<file path="src/rtl/busclk_pkg.sv">
package busclk_pkg;
    typedef enum logic [2:0] {
        ST_STARTUP = 3'd0,
        ST_RUN     = 3'd1,
        ST_WAIT    = 3'd2,
        ST_STOP    = 3'd3,
        ST_RECOVER = 3'd4
    } busclk_state_e;
endpackage

</file>
<file path="src/rtl/busclk_div2.sv">
// One divide-by-two stage working on enable pulses: passes every second input pulse.
module busclk_div2 (
    input  logic clk,
    input  logic clr,
    input  logic en_in,
    output logic en_out
);
    logic half_q;

    always_ff @(posedge clk) begin
        if (clr)
            half_q <= 1'b0;
        else if (en_in)
            half_q <= ~half_q;
    end

    assign en_out = en_in & half_q;
endmodule

</file>
<file path="src/rtl/busclk_divider.sv">
// Source-rate select followed by a cascade of divide-by-two stages.
module busclk_divider #(
    parameter int STAGES = 2
) (
    input  logic clk,
    input  logic clr,
    input  logic src_sel_b,
    output logic bus_stb
);
    logic half_rate;
    logic src_tick;
    logic [STAGES:0] chain;

    // Input A of the selector: source clock halved.
    busclk_div2 u_pre (
        .clk   (clk),
        .clr   (clr),
        .en_in (1'b1),
        .en_out(half_rate)
    );

    // Select = 1 passes input B (full source rate).
    assign src_tick = src_sel_b ? 1'b1 : half_rate;
    assign chain[0] = src_tick;

    for (genvar g = 0; g < STAGES; g++) begin : g_stage
        busclk_div2 u_stage (
            .clk   (clk),
            .clr   (clr),
            .en_in (chain[g]),
            .en_out(chain[g+1])
        );
    end

    assign bus_stb = chain[STAGES];
endmodule

</file>
<file path="src/rtl/busclk_seq.sv">
// Mode sequencer: startup hold, run, wait, stop and stop recovery.
module busclk_seq
    import busclk_pkg::*;
#(
    parameter int START_CYCLES = 4096,
    parameter int STOP_CYCLES  = 4096,
    parameter int CNT_W        = 12
) (
    input  logic                 clk,
    input  logic                 por_req,
    input  logic                 lvi_req,
    input  logic                 stop_req,
    input  logic                 wait_req,
    input  logic                 wake,
    output busclk_state_e        state_o,
    output logic [CNT_W-1:0]     cnt_o,
    output logic                 sys_rst,
    output logic                 clocks_live,
    output logic                 cpu_run,
    output logic                 periph_wait
);
    localparam logic [CNT_W-1:0] START_LAST = CNT_W'(START_CYCLES - 1);
    localparam logic [CNT_W-1:0] STOP_LAST  = CNT_W'(STOP_CYCLES - 1);

    busclk_state_e    state_q, state_d;
    logic [CNT_W-1:0] cnt_q, cnt_d;
    logic             rst_req;

    assign rst_req = por_req | lvi_req;

    // Next-state and counter logic.
    always_comb begin
        state_d = state_q;
        cnt_d   = cnt_q;
        if (rst_req) begin
            state_d = ST_STARTUP;
            cnt_d   = '0;
        end else begin
            unique case (state_q)
                ST_STARTUP: begin
                    if (cnt_q == START_LAST) begin
                        state_d = ST_RUN;
                        cnt_d   = '0;
                    end else begin
                        cnt_d = cnt_q + 1'b1;
                    end
                end
                ST_RUN: begin
                    if (stop_req)
                        state_d = ST_STOP;
                    else if (wait_req)
                        state_d = ST_WAIT;
                end
                ST_WAIT: begin
                    if (wake)
                        state_d = ST_RUN;
                end
                ST_STOP: begin
                    if (wake) begin
                        state_d = ST_RECOVER;
                        cnt_d   = '0;
                    end
                end
                ST_RECOVER: begin
                    if (cnt_q == STOP_LAST) begin
                        state_d = ST_RUN;
                        cnt_d   = '0;
                    end else begin
                        cnt_d = cnt_q + 1'b1;
                    end
                end
                default: begin
                    state_d = ST_STARTUP;
                    cnt_d   = '0;
                end
            endcase
        end
    end

    // State register.
    always_ff @(posedge clk) begin
        state_q <= state_d;
        cnt_q   <= cnt_d;
    end

    // Outputs decoded from state.
    always_comb begin
        sys_rst     = 1'b0;
        clocks_live = 1'b0;
        cpu_run     = 1'b0;
        periph_wait = 1'b0;
        unique case (state_q)
            ST_STARTUP: sys_rst = 1'b1;
            ST_RUN: begin
                clocks_live = 1'b1;
                cpu_run     = 1'b1;
            end
            ST_WAIT: begin
                clocks_live = 1'b1;
                periph_wait = 1'b1;
            end
            ST_STOP:    ;
            ST_RECOVER: ;
            default:    sys_rst = 1'b1;
        endcase
    end

    assign state_o = state_q;
    assign cnt_o   = cnt_q;
endmodule

</file>
<file path="src/rtl/busclk_gate_ctrl.sv">
module busclk_gate_ctrl
    import busclk_pkg::*;
#(
    parameter int START_CYCLES = 4096,
    parameter int STOP_CYCLES  = 4096,
    parameter int NUM_PERIPH   = 4,
    parameter int DIV_STAGES   = 2
) (
    input  logic                  clk,
    input  logic                  por_req,
    input  logic                  lvi_req,
    input  logic                  src_sel_b,
    input  logic                  stop_req,
    input  logic                  wait_req,
    input  logic                  wake,
    input  logic [NUM_PERIPH-1:0] periph_wait_en,
    output logic                  sys_rst,
    output logic                  cpu_en,
    output logic [NUM_PERIPH-1:0] periph_en
);
    localparam int MAX_CYC = (START_CYCLES > STOP_CYCLES) ? START_CYCLES : STOP_CYCLES;
    localparam int CNT_W   = (MAX_CYC > 1) ? $clog2(MAX_CYC) : 1;

    busclk_state_e    fsm_state;
    logic [CNT_W-1:0] fsm_cnt;
    logic             clocks_live;
    logic             cpu_run;
    logic             periph_wait;
    logic             bus_stb;

    busclk_seq #(
        .START_CYCLES(START_CYCLES),
        .STOP_CYCLES (STOP_CYCLES),
        .CNT_W       (CNT_W)
    ) u_seq (
        .clk        (clk),
        .por_req    (por_req),
        .lvi_req    (lvi_req),
        .stop_req   (stop_req),
        .wait_req   (wait_req),
        .wake       (wake),
        .state_o    (fsm_state),
        .cnt_o      (fsm_cnt),
        .sys_rst    (sys_rst),
        .clocks_live(clocks_live),
        .cpu_run    (cpu_run),
        .periph_wait(periph_wait)
    );

    busclk_divider #(
        .STAGES(DIV_STAGES)
    ) u_div (
        .clk      (clk),
        .clr      (~clocks_live),
        .src_sel_b(src_sel_b),
        .bus_stb  (bus_stb)
    );

    assign cpu_en = bus_stb & cpu_run;

    for (genvar p = 0; p < NUM_PERIPH; p++) begin : g_periph
        assign periph_en[p] = bus_stb & (cpu_run | (periph_wait & periph_wait_en[p]));
    end
endmodule

</file>
<file path="config.mk">
export PLATFORM = sky130hd
export DESIGN_NAME = busclk_gate_ctrl
export DESIGN_NICKNAME = d
export VERILOG_FILES = /design/src/rtl/busclk_pkg.sv /design/src/rtl/busclk_div2.sv /design/src/rtl/busclk_divider.sv /design/src/rtl/busclk_seq.sv /design/src/rtl/busclk_gate_ctrl.sv
export SDC_FILE = /design/constraint.sdc
export NUM_CORES = 1
export LEC_CHECK = 0
export BUFFER_PORTS_ARGS = -buffer_cell sky130_fd_sc_hd__buf_4
export CAP_MARGIN = 15
export CORE_AREA = 5 5 67 63
export DETAILED_ROUTE_END_ITERATION = 16
export DIE_AREA = 0 0 72 68
export PLACE_DENSITY = 0.48
export SLEW_MARGIN = 10
export SYNTH_ARGS = -nofsm -noshare
export SYNTH_HDL_FRONTEND = slang
export SYNTH_SLANG_ARGS = --single-unit
</file>
<file path="constraint.sdc">
create_clock -name clk -period 1.4 [get_ports clk]
set_input_delay 0.28 -clock clk [delete_from_list [all_inputs] [get_ports clk]]
set_output_delay 0.28 -clock clk [all_outputs]
set_load 0.01 [all_outputs]
</file>
; Word level (Yosys, flattened, before mapping)
; Cells that the tools add are included.
[op_classes]
n_eq_ne = 9
n_mul = 0
mux = 14
n_reduce_logical = 6
n_addsub = 1
div_mod_pow = 0
n_shift = 0
magnitude_cmp = 0
bitwise_logic = 20
[op_table]
columns = op, n
row1 = case mux 12 bit (3 select lines), 1
row2 = 2-to-1 mux 12 bit, 2
row3 = 2-to-1 mux 3 bit, 5
row4 = adder 12 x 1 -> 12 bit (second input constant), 1
row5 = == test 12 bit (second input constant), 1
row6 = case mux 3 bit (4 select lines), 1
row7 = bitwise AND 1 bit, 11
row8 = == test 3 x 2 -> 1 bit (second input constant), 2
row9 = 2-to-1 mux 1 bit, 5
row10 = bitwise OR 1 bit, 5
row11 = != test 2 bit (second input constant), 2
row12 = NOT 1 bit, 4
row13 = AND reduction 4 bit, 1
row14 = OR reduction 2 bit, 2
row15 = OR reduction 4 bit, 1
row16 = == test 3 x 1 -> 1 bit (second input constant), 1
row17 = == test 3 bit (second input constant), 1
row18 = logical NOT 3 bit, 1
row19 = != test 3 bit (second input constant), 1
row20 = != test 2 x 1 -> 1 bit (second input constant), 1
row21 = AND reduction 2 bit, 1
[word_totals]
n_memories = 0
out_inout_bits = 6
reg_bits = 18
romBits = 0
inputBits = 11
latch_bits = 0
ramBits = 0

; Logic depth before layout (Yosys ltp)
; Gate-level depths: netlist of the first run.
[logic_depth]
depth_word = 5
mapped_depth = 6
ltp_nobuf = 5

; Modules after synthesis
; From an unflattened synthesis of the first run, not the netlist that was laid out.
[unflattened]
hier_cells = 118
area_unflattened_um2 = 1012.2
[by_module_without_submodules]
columns = mod, cells_each, n_inst, area_per_inst_um2
row1 = busclk_seq, 94, 1, 827.0
row2 = busclk_div2, 4, 3, 40.0
row3 = busclk_gate_ctrl, 10, 1, 55.1
row4 = busclk_divider, 2, 1, 10.0

; Worst setup path before layout of the first run
; No wires, ideal clock.
[synth_timing]
kind = register -> register
start = register u_seq.cnt_q[0] (netlist: u_seq.cnt_o[0])
end = register u_seq.cnt_q[0] (netlist: u_seq.cnt_o[0])
setup_time_ps = 119
stages_incl_launch_ff = 7
n_path_buf = 1
period_less_slack_ps = 1499
arrival_time_ps = 1380
slack_ps = -99
path_cell_list = dfxtp_1 ha_1 nand3_1 o31ai_2 a211o_1 buf_6 nor2_4
[synth_via]
elab_chain_cells = 3
[synth_lines]
columns = element, line_no
row1 = "start, declared", busclk_seq.sv:26  ; logic [CNT_W-1:0] cnt_q, cnt_d;
row2 = "start signal, assigned", busclk_seq.sv:83  ; cnt_q <= cnt_d;
row3 = adder 12 x 1 -> 12 bit / == test 12 bit (equally long branches), n/a
row4 = 2-to-1 mux 12 bit (*), "busclk_seq.sv:41, busclk_seq.sv:65"
row5 = case mux 12 bit (3 select lines) (*), busclk_seq.sv:39  ; unique case (state_q)
; Mark *: on every way between the ends. The rest lies on a longest branch, timed or not.
; A chain may end at the register's enable or synchronous reset.

; Worst setup path after layout of the first run
[layout_timing]
start = register u_seq.state_q[0] (netlist: u_seq.state_o[0])
end = output port periph_en[2]
[layout_via]
elab_chain_cells = 5
[layout_lines]
columns = element, line_no
row1 = "start, declared", busclk_seq.sv:25  ; busclk_state_e state_q, state_d;
row2 = "start signal, assigned", busclk_seq.sv:82  ; state_q <= state_d;
row3 = == test 3 x 2 -> 1 bit, busclk_seq.sv:92  ; unique case (state_q)
row4 = 2-to-1 mux 1 bit, busclk_seq.sv:92
row5 = bitwise AND 1 bit, busclk_gate_ctrl.sv:62  ; assign periph_en[p] = bus_stb & (cpu_run | (periph_wait & periph_wait_en[p]));
row6 = bitwise OR 1 bit (*), busclk_gate_ctrl.sv:62
row7 = bitwise AND 1 bit (*), busclk_gate_ctrl.sv:62
row8 = "end, declared", busclk_gate_ctrl.sv:19  ; output logic [NUM_PERIPH-1:0] periph_en
; Marked as above.

==> results of run 1 <==
## synthesized netlist by cell type, drive strengths merged
master / instances
a2111oi: 2
dfxtp: 18
o21ai: 4
a21boi: 1
o21ba: 1
nand2: 5
and4: 2
nand3: 2
o21a: 5
nor3: 3
nor2b: 2
nand3b: 1
a21oi: 2
nand2b: 3
buf: 5
nor2: 17
a211o: 1
o2111ai: 6
nand4: 2
and3: 4
xor2: 9
o21bai: 2
mux2: 1
ha: 1
nor3b: 1
xnor2: 4
a211oi: 1
o31ai: 2
o211ai: 1
## metrics by stage
step / util / worst slack (ps) / TNS [ps] / instances / hold slack, ps
after detailed placement: 0.397 / -71.1 / -335 / 191 / 439
final: 0.475 / -173 / -1810 / 201 / 222
after floorplan: - / 2.42 / 0 / 108 / 356
after global placement: 0.397 / -15.2 / -85.3 / 191 / 424
after CTS: 0.450 / -213 / -1820 / 201 / 203
after global routing: 0.475 / -233 / -2930 / 201 / 208
## layout make-up
type / count / area share
multi-input cells: 85 / 0.466
repair buffers: 48 / 0.248
flip-flops and latches: 18 / 0.219
well taps: 46 / 0.0344
clock buffers: 4 / 0.0329
## worst max-delay path by stage
stage / to / start
detailed placement: periph_en[2] / u_seq.state_o[1]$_SDFFE_PP0P_
global route: periph_en[2] / u_seq.state_o[0]$_SDFFE_PP0P_
finish: periph_en[2] / u_seq.state_o[0]$_SDFFE_PP0P_
CTS: periph_en[2] / u_seq.state_o[0]$_SDFFE_PP0P_
global placement: u_seq.cnt_o[11]$_SDFFE_PP0P_ / u_seq.state_o[1]$_SDFFE_PP0P_
floorplan: u_seq.cnt_o[0]$_SDFFE_PP0P_ / u_seq.cnt_o[1]$_SDFFE_PP0P_
## metal layers
metal / vias to the layer above / GRT usage / share of wire / wire length [um]
met5: - / 0 / 0 / 0
met4: 0 / 0.0282 / 0.0093 / 24
met3: 2 / 0.0441 / 0.050 / 128
met2: 18 / 0.200 / 0.49 / 1270
met1: 442 / 0.124 / 0.45 / 1160
li1: 482 / - / - / -
## worst max-delay path, cell delays in order (launching register included)
cell and delay, ps:
dfxtp_2 330, buf_6 110, nor3b_2 140, buf_4 160
o21a_1 180, buf_6 120
## cell families (layout without fill, tap and decap cells)
group	after synthesis	after routing	share of synthesized area
multiplexers	1	1	0.0107
AO/OA/AOI/OAI	28	28	0.234
buffers and inverters	5	52	0.0476
adder cells (fa/ha/maj)	1	1	0.0119
flip-flops	18	18	0.342
AND/OR/NAND/NOR	42	42	0.245
XOR/XNOR	13	13	0.108
## timing repair
item                       in CTS  in global routing
cloned                          1                  0
setup buffers                   6                  0
pin swaps                      11                  9
gates resized for setup        22                 17
setup endpoints to repair      16                 19
## power groups by stage
stage               Combinational, W  Clock [W]  Sequential, W
finish                     0.0000690   0.000419       0.000514
global placement           0.0000654          0       0.000528
CTS                        0.0000683   0.000444       0.000514
detailed placement         0.0000662          0       0.000528
floorplan                  0.0000249          0       0.000530
global route               0.0000745   0.000469       0.000515
## registers in the layout (all words and copies together) (netlist names)
signal and count:
u_div.u_pre.half_q 1, u_seq.cnt_o 12, u_div.g_stage.u_stage.half_q 2, u_seq.state_o 3
==> results.toml, run 1 <==
[outcome]
outcome = "complete, but fails checks"
violations = "negative setup slack"

[timing]
tightest_slew_ps = 330
fin_crit_ps = 1570
max_slew_margin = 0.775
setup_violations = 19
clock.fmax_mhz = 636
finalMaxSlewViolations = 0
finClkSkew_ps = 0.858
hold_viol = 0
rsz0062_at_grt = "true"
setup_slack_ps = -173
period_share = 1.12

[setup_path]
crit_arrival_ps = 1290
reg2reg_depth = 8
start_kind = "flop"
cp.required_ps = 1120
cp_max_fo = 5
r2r-end = "u_seq.cnt_o[9]$_SDFFE_PP0P_"
critPathCaptureType = "primary output"
rrSetupSlack_ps = -90
worstReg2RegStart = "u_seq.state_o[0]$_SDFFE_PP0P_"
critPathKind = "flop to primary output"

[placement]
dpl_cell_area_um2 = 1400
place_hpwl_mm = 1.83
place.gp.congestion = 0.760
port_buffers = 16

[synthesis]
seq_area_frac_synth = 0.342
synth.distinct_cells = 40
yosys_warnings = 0
ys_seq_elements = 18
yosysTopAreaCell = "dfxtp_1"
synthTopCellsByArea = "dfxtp_1, xor2_1, nor2_2"
yosys.area.top_type_share = 0.342
avgSynthCellArea_um2 = 9.74
syn_inst = 108
syn_nets = 120
netlist_area_um2 = 1050

[cells_and_area]
antenna_cells = 0
ff_latch_area_um2 = 367
fillers = 346
layout-drive-gt1-share = 0.587
layout_commonest_cell = "buf_4"
num-nets-final = 168
multi_input_area_um2 = 778
fin_area_um2 = 1670
syn2layout_area_growth_pct = 58.9
layout_common_cells = "buf_4, dfxtp_1, buf_6, nor2_2, xor2_1"

[floorplan]
die_area_um2 = 4900
ioPinCount = 17
dieWidth_um = 72
rows = 21
core_area_um2 = 3520
start_util = 0.299
die_h_um = 68

[cts]
cts_root_buf = "clkbuf_8"
h-tree-depth = 1
clk_pin_slew_worst_paths_ps = 70
cts_hold_buf = 0
cts_sinks = 18
clock_latency_ps = 250
cts_buffers = 3
clockBufferDepth = 2
cts_tree = "yes"

[grt]
grt_pass1_wl_mm = 4.25
antenna_found_initial = 0
grtUsageTotal = 0.112
grt_pass1_vias = 938
grt_max_degree = 11
grt_remaining_overflow = 0

[pwr]
p_per_area_nw_per_um2 = 600
pwr-share-clk = 0.418
pwr-share-comb = 0.069
intPower_w = 0.000800
p_sw_w = 0.000203
leakage_nw = 0.613
power_frac_seq = 0.513
power_w = 0.00100
power_switching_share = 0.203
ir_drop_mv = 0.577

[min_path]
hold_class = "input pin to flop"
min_path_cells = 2
hold_path_end = "u_seq.state_o[2]$_SDFFE_PP0P_"
worstHoldStart = "lvi_req"

[detailed_routing]
vias = 944
final_antenna_net_count = 0
avgRoutedWirePerCell_um = 12.8
viasPerCell = 4.70
drtPass1Iterations = 4
drt_iter0_drc = 30
drt_wl_total_mm = 2.58
drcViolationCount = 0

[flow_run]
maxCapViolCount = 0
Power figures use the tool's default switching activity.
==> inputs of run 2 (changes only) <==
--- a/config.mk
+++ b/config.mk
@@ -10,7 +10,10 @@
 export CORE_AREA = 5 5 67 63
 export DETAILED_ROUTE_END_ITERATION = 16
 export DIE_AREA = 0 0 72 68
+export GPL_ROUTABILITY_DRIVEN = 0
 export PLACE_DENSITY = 0.48
+export SETUP_SLACK_MARGIN = 0.5
+export SKIP_LAST_GASP = 1
 export SLEW_MARGIN = 10
 export SYNTH_ARGS = -nofsm -noshare
 export SYNTH_HDL_FRONTEND = slang
==> run 2 against run 1 <==
Clock-buffer cell count shrank 1. Critical path type unchanged. Final cell count down 2.5%. Global-route usage grew 0.60 points. Sequential share of layout area grew 1.4 points. Clock skew rose by 3.4 ps. Wire length fell by 2.2%. Via count is 0.85% lower. Largest cell class unchanged. The run still ends with negative setup slack left. Largest power group unchanged.
==> results.toml, run 2 (synthesis gave the netlist of run 1 again) <==
[cts]
clock_latency_ps = 260
cts_buffers = 3
h-tree-depth = 1
cts_root_buf = "clkbuf_8"
cts_hold_buf = 0
clockBufferDepth = 2
cts_tree = "yes"
cts_sinks = 18
clk_pin_slew_worst_paths_ps = 70

[floorplan]
ioPinCount = 17
core_area_um2 = 3520
rows = 21
dieWidth_um = 72
start_util = 0.299
die_area_um2 = 4900
die_h_um = 68

[setup_path]
critPathCapture = "cpu_en"
reg2reg_depth = 7
rrSetupSlack_ps = -90
worstReg2RegStart = "u_seq.state_o[1]$_SDFFE_PP0P_"
crit_arrival_ps = 1320
critPathCaptureType = "primary output"
critPathKind = "flop to primary output"
crit_start = "u_seq.state_o[1]$_SDFFE_PP0P_"
r2r-end = "u_seq.cnt_o[7]$_SDFFE_PP0P_"
cp.required_ps = 1120
start_kind = "flop"
cp_max_fo = 6

[cells_and_area]
syn2layout_area_growth_pct = 54.3
num-nets-final = 164
postLayoutCoreUtil = 0.461
fillers = 354
layout_commonest_cell = "buf_4"
ff_latch_area_um2 = 379
largest_reg_flops = 12
antenna_cells = 0
layout-drive-gt1-share = 0.613
layout_common_cells = "buf_4, nor2_2, dfxtp_1, xor2_1, o2111ai_2"
multi_input_area_um2 = 759

[detailed_routing]
avgRoutedWirePerCell_um = 12.9
vias = 936
drt_iter0_drc = 31
drtPass1Iterations = 2
drt_wl_total_mm = 2.52
drcViolationCount = 0
final_antenna_net_count = 0
viasPerCell = 4.78

[timing]
max_slew_margin = 0.803
finClkSkew_ps = 4.23
tightest_slew_ps = 295
setup_slack_ps = -201
finalMaxSlewViolations = 0
rsz0062_at_grt = "true"
hold_slack_ps = 219
setup_violations = 17
tns_ps = -1990
period_share = 1.14
hold_viol = 0
fin_crit_ps = 1600
clock.fmax_mhz = 624

[grt]
grtUsageTotal = 0.118
grt_pass1_wl_mm = 4.44
grt_remaining_overflow = 0
grt_max_degree = 11
grt_pass1_vias = 970
antenna_found_initial = 0

[pwr]
power_switching_share = 0.218
ir_drop_mv = 0.362
leakage_nw = 0.577
pwr-share-clk = 0.382
p_per_area_nw_per_um2 = 584
pwr-share-comb = 0.078
p_sw_w = 0.000207
power_frac_seq = 0.540
intPower_w = 0.000741
power_w = 0.000948

[outcome]
outcome = "complete, but fails checks"
violations = "negative setup slack"

[flow_run]
maxCapViolCount = 0

[min_path]
hold_class = "input pin to flop"

[placement]
place_ws_ps = -92.1
port_buffers = 16
place_hpwl_mm = 1.80
run 2: cell count changes in the layout (fill, tap and decap cells not counted), moves of 3 or more:
cell and delta:
buf_6 -6, dfxtp_1 -4, dfxtp_4 +3, nor2_2 +3, nor2_4 -3, o2111ai_2 +3
run 2: worst min path at each step:
| stage | depth (start not counted) | from | to |
|---|---|---|---|
| 2_1_floorplan | 1 | por_req | u_seq.state_o[1]$_SDFFE_PP0P_ |
| 6_report | 2 | por_req | u_seq.state_o[1]$_SDFFE_PP0P_ |
| 3_3_place_gp | 1 | u_div.u_pre.half_q$_SDFF_PP0_ | u_div.u_pre.half_q$_SDFF_PP0_ |
| 5_1_grt | 2 | por_req | u_seq.state_o[1]$_SDFFE_PP0P_ |
| 3_5_place_dp | 1 | u_div.u_pre.half_q$_SDFF_PP0_ | u_div.u_pre.half_q$_SDFF_PP0_ |
| 4_1_cts | 2 | por_req | u_seq.state_o[1]$_SDFFE_PP0P_ |
run 2: layout make-up:
class / instances / share of cell area
clock buffer: 3 / 0.0254
multi-input combinational: 85 / 0.468
sequential: 18 / 0.233
tap: 46 / 0.0354
timing repair buffer: 44 / 0.238
run 2: power by group through the flow:
stage	Combinational (W)	Clock (W)	Sequential, W
2_1_floorplan	0.0000257	0	0.000528
3_3_place_gp	0.0000678	0	0.000527
3_5_place_dp	0.0000696	0	0.000527
4_1_cts	0.0000736	0.000388	0.000511
5_1_grt	0.0000798	0.000405	0.000511
6_report	0.0000741	0.000362	0.000511
run 2: per-stage QoR:
stage | area [um2] | instances
finish | 1620 | 196
global route | 1620 | 196
floorplan | 1110 | 108
global placement | 1430 | 188
detailed placement | 1430 | 188
CTS | 1610 | 196
run 2: timing repair:
| item | in CTS | in global routing |
|---|---|---|
| buffers inserted | 4 | 0 |
| cloned | 1 | 0 |
| endpoints found under the setup margin | 24 | 24 |
| pin swaps | 18 | 3 |
| gates resized for setup | 22 | 4 |
run 2: layer usage:
layer / global-route usage / share of wire / up-vias
li1: - / - / 475
met1: 0.134 / 0.46 / 439
met2: 0.205 / 0.47 / 17
met3: 0.0308 / 0.053 / 5
met4: 0.0563 / 0.019 / 0
met5: 0 / 0 / -
run 2: critical path: stages, from the launching register on:
cell and delay, ps:
dfxtp_4 370, buf_6 110, nor3b_2 160, buf_4 150, and3_4 180, buf_6 90
